--- src/rtl/ivarb_pkg.sv ---
package ivarb_pkg;
  localparam int unsigned LVL_BITS = 32;
  localparam int unsigned BIT_W    = 5;

  // Index of the lowest set bit of a level word (0 if none).
  function automatic logic [BIT_W-1:0] lowest_set(input logic [LVL_BITS-1:0] v);
    logic [BIT_W-1:0] idx;
    idx = '0;
    for (int i = LVL_BITS - 1; i >= 0; i--) begin
      if (v[i]) idx = BIT_W'(i);
    end
    return idx;
  endfunction
endpackage

--- src/rtl/ivarb_req_bank.sv ---
module ivarb_req_bank #(
  parameter int unsigned NSLOT  = 128,
  parameter int unsigned SLOT_W = 7
) (
  input  logic              clk,
  input  logic              rst,
  input  logic [NSLOT-1:0]  set_i,
  input  logic              clr_en_i,
  input  logic [SLOT_W-1:0] clr_idx_i,
  output logic [NSLOT-1:0]  pend_q
);
  logic [NSLOT-1:0] clr_mask;

  generate
    for (genvar g = 0; g < NSLOT; g++) begin : g_clr
      assign clr_mask[g] = clr_en_i && (clr_idx_i == SLOT_W'(g));
    end
  endgenerate

  // Set is applied after clear so a simultaneous set survives the grant.
  always_ff @(posedge clk) begin
    if (rst) pend_q <= '0;
    else     pend_q <= (pend_q & ~clr_mask) | set_i;
  end
endmodule

--- src/rtl/ivarb_prio.sv ---
module ivarb_prio
  import ivarb_pkg::*;
#(
  parameter int unsigned NUM_LVL = 4,
  parameter int unsigned PRI_W   = 2,
  localparam int unsigned NSLOT  = NUM_LVL * LVL_BITS,
  localparam int unsigned SLOT_W = PRI_W + BIT_W
) (
  input  logic [NSLOT-1:0]  pend_i,
  input  logic [PRI_W-1:0]  cur_pri_i,
  output logic              any_o,
  output logic [SLOT_W-1:0] win_idx_o
);
  logic [NUM_LVL-1:0] lvl_hit;
  logic [BIT_W-1:0]   lvl_bit [NUM_LVL];

  generate
    for (genvar l = 0; l < NUM_LVL; l++) begin : g_lvl
      assign lvl_hit[l] = (|pend_i[l*LVL_BITS +: LVL_BITS]) && (PRI_W'(l) > cur_pri_i);
      assign lvl_bit[l] = lowest_set(pend_i[l*LVL_BITS +: LVL_BITS]);
    end
  endgenerate

  logic [PRI_W-1:0] win_lvl;
  logic [BIT_W-1:0] win_bit;

  // Scan upward; a later (higher) eligible level overrides earlier ones.
  always_comb begin
    any_o   = 1'b0;
    win_lvl = '0;
    win_bit = '0;
    for (int l = 0; l < NUM_LVL; l++) begin
      if (lvl_hit[l]) begin
        any_o   = 1'b1;
        win_lvl = PRI_W'(l);
        win_bit = lvl_bit[l];
      end
    end
  end

  assign win_idx_o = {win_lvl, win_bit};
endmodule

--- src/rtl/ivarb_vec_tbl.sv ---
module ivarb_vec_tbl #(
  parameter int unsigned DEPTH  = 128,
  parameter int unsigned ADDR_W = 7,
  parameter int unsigned VEC_W  = 9
) (
  input  logic              clk,
  input  logic              we_i,
  input  logic [ADDR_W-1:0] waddr_i,
  input  logic [VEC_W-1:0]  wdata_i,
  input  logic              re_i,
  input  logic [ADDR_W-1:0] raddr_i,
  output logic [VEC_W-1:0]  rdata_q
);
  logic [VEC_W-1:0] mem [DEPTH];

  always_ff @(posedge clk) begin
    if (we_i) mem[waddr_i] <= wdata_i;
  end

  always_ff @(posedge clk) begin
    if (re_i) rdata_q <= mem[raddr_i];
  end
endmodule

--- src/rtl/ivarb_top.sv ---
module ivarb_top
  import ivarb_pkg::*;
#(
  parameter int unsigned NUM_LVL = 4,
  parameter int unsigned VEC_W   = 9,
  localparam int unsigned PRI_W  = (NUM_LVL > 1) ? $clog2(NUM_LVL) : 1,
  localparam int unsigned NSLOT  = NUM_LVL * LVL_BITS,
  localparam int unsigned SLOT_W = PRI_W + BIT_W
) (
  input  logic                   clk,
  input  logic                   rst,
  input  logic [PRI_W-1:0]       cur_pri_i,
  input  logic [NSLOT-1:0]       req_set_i,
  input  logic                   ack_i,
  input  logic [NSLOT-1:0]       dyn_en_i,
  input  logic [NSLOT*VEC_W-1:0] dyn_vec_i,
  input  logic                   tbl_we_i,
  input  logic [SLOT_W-1:0]      tbl_waddr_i,
  input  logic [VEC_W-1:0]       tbl_wdata_i,
  output logic                   pend_o,
  output logic                   vec_vld_o,
  output logic [VEC_W-1:0]       vec_o
);
  logic [NSLOT-1:0]  pend_q;
  logic              any;
  logic [SLOT_W-1:0] win_idx;
  logic [VEC_W-1:0]  tbl_q;

  ivarb_req_bank #(.NSLOT(NSLOT), .SLOT_W(SLOT_W)) u_bank (
    .clk       (clk),
    .rst       (rst),
    .set_i     (req_set_i),
    .clr_en_i  (ack_i && any),
    .clr_idx_i (win_idx),
    .pend_q    (pend_q)
  );

  ivarb_prio #(.NUM_LVL(NUM_LVL), .PRI_W(PRI_W)) u_prio (
    .pend_i    (pend_q),
    .cur_pri_i (cur_pri_i),
    .any_o     (any),
    .win_idx_o (win_idx)
  );

  ivarb_vec_tbl #(.DEPTH(NSLOT), .ADDR_W(SLOT_W), .VEC_W(VEC_W)) u_tbl (
    .clk     (clk),
    .we_i    (tbl_we_i),
    .waddr_i (tbl_waddr_i),
    .wdata_i (tbl_wdata_i),
    .re_i    (ack_i),
    .raddr_i (win_idx),
    .rdata_q (tbl_q)
  );

  logic             vld_q, hit_q, dsel_q;
  logic [VEC_W-1:0] dvec_q;

  always_ff @(posedge clk) begin
    if (rst) begin
      vld_q  <= 1'b0;
      hit_q  <= 1'b0;
      dsel_q <= 1'b0;
      dvec_q <= '0;
    end else begin
      vld_q <= ack_i;
      if (ack_i) begin
        hit_q  <= any;
        dsel_q <= dyn_en_i[win_idx];
        dvec_q <= dyn_vec_i[win_idx*VEC_W +: VEC_W];
      end
    end
  end

  assign pend_o    = any;
  assign vec_vld_o = vld_q;
  assign vec_o     = !hit_q ? '0 : (dsel_q ? dvec_q : tbl_q);
endmodule

--- config.mk ---
export PLATFORM = sky130hd
export DESIGN_NAME = ivarb_top
export DESIGN_NICKNAME = d
export VERILOG_FILES = /design/src/rtl/ivarb_pkg.sv /design/src/rtl/ivarb_req_bank.sv /design/src/rtl/ivarb_prio.sv /design/src/rtl/ivarb_vec_tbl.sv /design/src/rtl/ivarb_top.sv
export SDC_FILE = /design/constraint.sdc
export NUM_CORES = 2
export LEC_CHECK = 0
export ABC_AREA = 1
export BUFFER_PORTS_ARGS = -buffer_cell sky130_fd_sc_hd__buf_2
export CAP_MARGIN = 25
export CORE_AREA = 2 2 559 561
export CTS_BUF_LIST = sky130_fd_sc_hd__clkbuf_4 sky130_fd_sc_hd__clkbuf_8 sky130_fd_sc_hd__clkbuf_16
export DETAILED_ROUTE_END_ITERATION = 8
export DIE_AREA = 0 0 561 563
export SLEW_MARGIN = 20
export SYNTH_ARGS = -nofsm -noshare
export SYNTH_HDL_FRONTEND = slang
export SYNTH_SLANG_ARGS = --single-unit
--- constraint.sdc ---
create_clock -name clk -period 2.9 [get_ports clk]
set_input_delay 0.145 -clock clk [delete_from_list [all_inputs] [get_ports clk]]
set_output_delay 0.145 -clock clk [all_outputs]
set_load 0.02 [all_outputs]
# Word-level counts from Yosys, hierarchy flattened
# Memory sizes are Yosys's and may differ from the RTL's. A register that Yosys moved wholly into a read port is not among the register bits.
# Cells that the tools add are included.
[word_totals] reg_bits=140 ram_bits=1152 inputBits=1430 out_inout_bits=11 word_cells=426 memories=1
[classes] multipliers=1 n_lt_le_gt_ge=5 n_eq_ne=127 shift=1 muxes=145 bitwise=3 n_reduce_logical=138
[mem_list] memory="u_tbl.mem" depth=128 width=9 rd=1 rd_clocked_by_memory_dff=1 wr=1 line_no="ivarb_vec_tbl.sv:14" source="logic [VEC_W-1:0] mem [DEPTH];"
[op_table] cell="indexed part select 1152 x 12 -> 9 bit" count=1
[op_table] cell="2-to-1 mux 5 bit" count=132
[op_table] cell="equality test 7 bit (second input constant)" count=64
[op_table] cell="equality test 7 x 6 -> 1 bit (second input constant)" count=32
[op_table] cell="logical AND 1 bit" count=133
[op_table] cell="bitwise AND 128 bit" count=1
[op_table] cell="NOT 128 bit" count=1
[op_table] cell="OR 128 bit" count=1
[op_table] cell="OR reduction 32 bit" count=4
[op_table] cell="equality test 7 x 5 -> 1 bit (second input constant)" count=16
[op_table] cell="equality test 7 x 4 -> 1 bit (second input constant)" count=8
[op_table] cell="equality test 7 x 3 -> 1 bit (second input constant)" count=4
[op_table] cell="2-to-1 mux 9 bit" count=2
[op_table] cell="equality test 7 x 2 -> 1 bit (second input constant)" count=2
[op_table] cell="multiplier 7 x 4 -> 11 bit (second input constant)" count=1
[op_table] cell="less-than comparator 7 x 8 -> 1 bit (second input constant)" count=1
[op_table] cell="2-to-1 mux 1 bit" count=8
[op_table] cell="binary-select mux 1 bit (select 7 bit)" count=1
[op_table] cell="equality test 7 x 1 -> 1 bit (second input constant)" count=1
[op_table] cell="zero test 7 bit" count=1
[op_table] cell="greater-than comparator 1 x 2 -> 1 bit (first input constant)" count=2
[op_table] cell="greater-than comparator 2 bit (first input constant)" count=2
[op_table] cell="2-to-1 mux 2 bit" count=2

# Depth between registers and ports, before layout
[logic_depth] ltp_word=41 ltp_mapped=49 ltp_nobuf=47

# Cells and area by module
# From an unflattened synthesis, not the netlist that was laid out.
[unflattened] cells_unflattened=7956 hier_area_um2=67339.6
[modules_own_cells] module="ivarb_vec_tbl" n_inst=1 cells_per_inst=3994 area_per_inst_um2=47451.8 seq_area_each_um2=34863.4
[modules_own_cells] module="ivarb_top" n_inst=1 cells_per_inst=2945 area_per_inst_um2=13430.4 seq_area_each_um2=240.2
[modules_own_cells] module="ivarb_req_bank" n_inst=1 cells_per_inst=659 area_per_inst_um2=4974.8 seq_area_each_um2=2562.5
[modules_own_cells] module="ivarb_prio" n_inst=1 cells_per_inst=358 area_per_inst_um2=1482.7 seq_area_each_um2=0.0

# Worst setup path before layout
# OpenSTA, ideal clock, no wires.
[synth_path] kind="register to register" start="reg u_bank.pend_q[127]" end="reg u_tbl.rdata_q[7], read port of u_tbl.mem (data pin)" setup_ns=0.253 arrival_time_ns=3.007 required_time_ns=2.647 path_slack_ns=-0.360 stages_incl_launch_ff=48 path_buffers=2 synth_period_minus_slack_ns=3.260 cell_sequence="dfxtp_1 -> inv_1 -> o21ai_1 -> nand2_1 -> nand2_1 -> nand2_1 -> nand2_1 -> nand2_1 -> nand2_1 -> nand2_1 -> nand2_1 -> nand2_1 -> nand2_1 -> nand2_1 -> nand2_1 -> nand2_1 -> nand2_1 -> nand2_1 -> [12 not listed] -> nand2_1 -> nand2_1 -> nand2_4 -> nand2_8 -> nand2_4 -> inv_2 -> buf_2 -> buf_2 -> a22oi_1 -> nand2_1 -> nand2_1 -> nand2_1 -> nor2_1 -> nor2_1 -> nor2_1 -> nand2_1 -> nand2_1 -> nand2_1"
[synth_between] elab_chain_len=33 word_cells_on_any_way=36 cone_classes="mux (34); reduce/logical (2)"
[synth_rtl] element="start, declared" line_no="ivarb_req_bank.sv:10" source="output logic [NSLOT-1:0] pend_q"
[synth_rtl] element="start signal, assigned" line_no="ivarb_req_bank.sv:23" source="else pend_q <= (pend_q & ~clr_mask) | set_i;"
[synth_rtl] element="2-to-1 mux 5 bit (32 in series)" line_no="ivarb_pkg.sv:10" source="if (v[i]) idx = BIT_W'(i);"
[synth_rtl] element="2-to-1 mux 5 bit" line_no="ivarb_prio.sv:33" source="if (lvl_hit[l]) begin"
[synth_rtl] element="end, declared" line_no="ivarb_vec_tbl.sv:12" source="output logic [VEC_W-1:0] rdata_q"
# Parallel ways exist; a longest one is shown, timed or not.
# A chain may end at the register's enable or synchronous reset.

# Worst setup path after layout
[layout_path] start="reg u_bank.pend_q[127]" end="reg dvec_q[7]"
[layout_between] elab_chain_len=35 word_cells_on_any_way=38 cone_classes="mul (1); shift (1); mux (34); reduce/logical (2)"
[layout_rtl] element="2-to-1 mux 5 bit (32 in series)" line_no="ivarb_pkg.sv:10"
[layout_rtl] element="2-to-1 mux 5 bit" line_no="ivarb_prio.sv:33"
[layout_rtl] element="multiplier 7 x 4 -> 11 bit *" line_no="ivarb_top.sv:69" source="dvec_q <= dyn_vec_i[win_idx*VEC_W +: VEC_W];"
[layout_rtl] element="indexed part select 1152 x 12 -> 9 bit *" line_no="ivarb_top.sv:69"
[layout_rtl] element="end signal, assigned" line_no="ivarb_top.sv:69"
[layout_rtl] element="end, declared" line_no="ivarb_top.sv:56" source="logic [VEC_W-1:0] dvec_q;"
# Every way passes the cells marked *; elsewhere a longest branch is shown, timed or not.

==> flow_summary.yaml <==
floorplanning:
  initial_core_util: 0.200
  dieArea_mm2: 0.316
  core_area_mm2: 0.310
  chipWidth_um: 561
  rows: 205
  ioPinCount: 1441
  die_h_um: 563
outcome:
  violations: "setup timing"
  status: "complete, but fails checks"
power_and_ir_drop:
  p_clk_frac: 0.333
  p_sw_frac: 0.324
  cellPowerDensity_mw_per_mm2: 576
  seq_power_share: 0.379
  ir_drop_v: 0.000595
  comb_power_share: 0.287
  p_leak_uw: 0.0399
  switchingPower_uw: 17100
  internal-power_uw: 35700
global_route:
  grt_antenna_before_repair: 105
  grt_first_pass_wirelength_mm: 484
  grt_max_degree: 129
  grt_pass1_vias: 60300
  grt_usage: 0.219
  globalRouteOverflowTotal: 0
logic_synthesis:
  synth_fa_ha_area_frac: 0
  muxShareOfSynthArea: 0
  yosys.area.top_type: "edfxtp_1"
  yosys.area_share.simple: 0.269
  syn-num-nets: 8541
  synth-seq-cells: 1253
  synth.top_cells.by_area: "edfxtp_1 55%, nand2_1 20%, a22oi_1 6.4%, dfxtp_1 3.5%, nand3_1 3.2%"
  ys_warn_count: 0
  synth_top_area_frac: 0.553
  synth.distinct_cells: 32
  synth_xor_area_frac: 0
  synth_compound_area_frac: 0.0939
  synth_area_per_cell_um2: 8.74
  seq_area_frac_synth: 0.588
  synth_top_family_by_area: "simple AND/OR/NAND/NOR gates"
  syn_area_mm2: 0.0622
  netlist_instances: 7111
final_layout:
  finalNetCount: 10700
  final_core_util: 0.296
  multiInputGateArea_mm2: 0.0251
  instances_no_fill: 13600
  drive_gt1_frac: 0.334
  mostFrequentLayoutCell: "nand2_1"
  fillers: 32800
  syn2layout_area_growth_pct: 47.6
  regArea_mm2: 0.0366
  layout_common_cells: "3025 x nand2_1, 1334 x buf_2, 1145 x edfxtp_1, 721 x buf_4, 452 x a22oi_1"
critical_path:
  crit_top_cell: "nand2_1"
  cp_slowest_cell: "dfxtp_2"
  max_stage_delay_ns: 0.34
  cp_data_required_time_ns: 3.64
  cp_max_fo: 24
  cp.arrival_ns: 5.14
  start_kind: "register"
  crit_type: "reg2reg"
  end_kind: "register"
detailed_routing:
  dr_wl_met2_mm: 174
  wl_met3_mm: 33.0
  met1_length_mm: 142
  vias: 63400
  routed.top_layer: "met5"
  drt-initial-drc-count: 7590
  ant_nets: 0
  avgRoutedWirePerCell_um: 26.8
  routed_via_density: 4.65
  routed_wl_mm: 364
  dr.pass1.iters: 6
  drc: 0
timing:
  slew_headroom: 0.395
  clock_skew_ns: 0.0776
  final_hold_viol_count: 0
  period_share: 1.52
  finalWorstSetupSlack_ns: -1.50
  rsz0062_at_grt: "true"
  fmax_ghz: 0.227
  setup_viol: 116
  drv_slew: 0
  period_needed_ns: 4.40
  worst_pin_slew_ns: 0.906
clock_network:
  cts_sinks: 1253
  cts_tree: "built"
  clock_latency_ns: 0.82
  cts-htree-levels: 4
  clock_path_buffers: 3
  cts_made_buffers: 134
  cts_root_buf: "clkbuf_16"
  clk_pin_slew_ns: 0.06
job:
  drv_cap: 0
placed_design:
  portBuffers: 1344
  place_congestion: 0.944
  hpwlAfterDp_mm: 279
  placed_cells: 13100
min_path:
  hp-class: "in2reg"
==> synth_stat cells, drive strengths merged <==
cell type,count
dfxtp,108
buf,236
or2,1
a21oi,146
nand2,3266
a32oi,1
inv,292
a211oi,1
nand3,403
nand4,110
nor3,14
edfxtp,1145
o21ai,205
nor4,6
o21bai,1
a311oi,3
o31ai,4
clkbuf,209
a22oi,532
nor2,427
o311ai,1
==> worst max-delay path: cells and delay by family (launching register included) <==
kind	cells	cell delay, ns
buffers and inverters	6	0.93
AOI/OAI and AO/OA	3	0.30
DFF	1	0.34
and+or+nand+nor	38	2.71
==> power by group through the flow <==
| stage | registers [uW] | clock network (uW) | logic [uW] |
|---|---|---|---|
| after floorplan | 20400 | 0 | 5700 |
| after global placement | 20400 | 0 | 13300 |
| after detailed placement | 20400 | 0 | 13200 |
| after CTS | 20000 | 17800 | 15000 |
| after global routing | 20100 | 18500 | 16200 |
| final | 20100 | 17600 | 15200 |
==> metrics by stage <==
| stage | power, uW | setup slack, ns | hold WS [ns] | setup TNS (ns) | instance area [um^2] |
|---|---|---|---|---|---|
| after floorplan | 26100 | -0.326 | 0.244 | -4.97 | 62600 |
| after global placement | 33700 | -2.65 | 0.363 | -161.47 | 81200 |
| after detailed placement | 33700 | -2.40 | 0.361 | -145.72 | 81200 |
| after CTS | 52900 | -1.57 | 0.00167 | -117.37 | 90800 |
| after global routing | 54800 | -1.77 | 0.0669 | -151.22 | 91700 |
| final | 52900 | -1.50 | 0.0618 | -117.86 | 91800 |
==> sequential cells by signal, indices dropped and copies added (netlist names) <==
| signal | flops |
|---|---|
| dsel_q | 1 |
| dvec_q | 9 |
| hit_q | 1 |
| u_bank.pend_q | 96 |
| u_tbl.mem | 1136 |
| u_tbl.rdata_q | 9 |
| vec_vld_o | 1 |
==> cell families after synthesis <==
logic type / Yosys count
compound gates: 894
simple gates: 4227
flops: 1253
buf+inv: 737
==> area by class of cell <==
cell class	count	area share
Clock inverter	70	0.00933
Clock buffer	174	0.0402
Antenna cell	78	0.00213
Timing Repair inverter	1	0.000177
Multi-Input combinational cell	5122	0.274
Tap cell	4140	0.0564
Inverter	292	0.0124
Sequential cell	1253	0.398
Timing Repair Buffer	2481	0.207
==> routing by layer <==
layer / global-route usage / vias to the layer above
met5: 0 / -
met3: 0.0513 / 578
li1: - / 28600
met2: 0.370 / 3432
met4: 0.0761 / 64
met1: 0.274 / 30700
==> worst paths after layout <==
check                                              startpoint                      endpoint  slack [ns]  depth (start not counted)
worst max-delay path            u_bank.pend_q[127]$_SDFF_PP0_        dvec_q[7]$_SDFFE_PP0P_       -1.50                         47
worst min-delay path                           tbl_waddr_i[1]    u_tbl.mem[73][5]$_DFFE_PP_        0.06                          5
worst max register to register  u_bank.pend_q[127]$_SDFF_PP0_        dvec_q[7]$_SDFFE_PP0P_       -1.50                         47
worst min register to register   u_bank.pend_q[65]$_SDFF_PP0_  u_bank.pend_q[65]$_SDFF_PP0_        0.46                          2
==> timing repair <==
action	4_1_cts	5_1_grt
pin swaps	187	90
cloned	23	5
resized for setup	724	207
endpoints found under the hold margin	492	0
setup endpoints to repair	117	117
hold buffers	108	0
buffers inserted	90	9
Note: power is estimated with default switching activity, not from simulation.
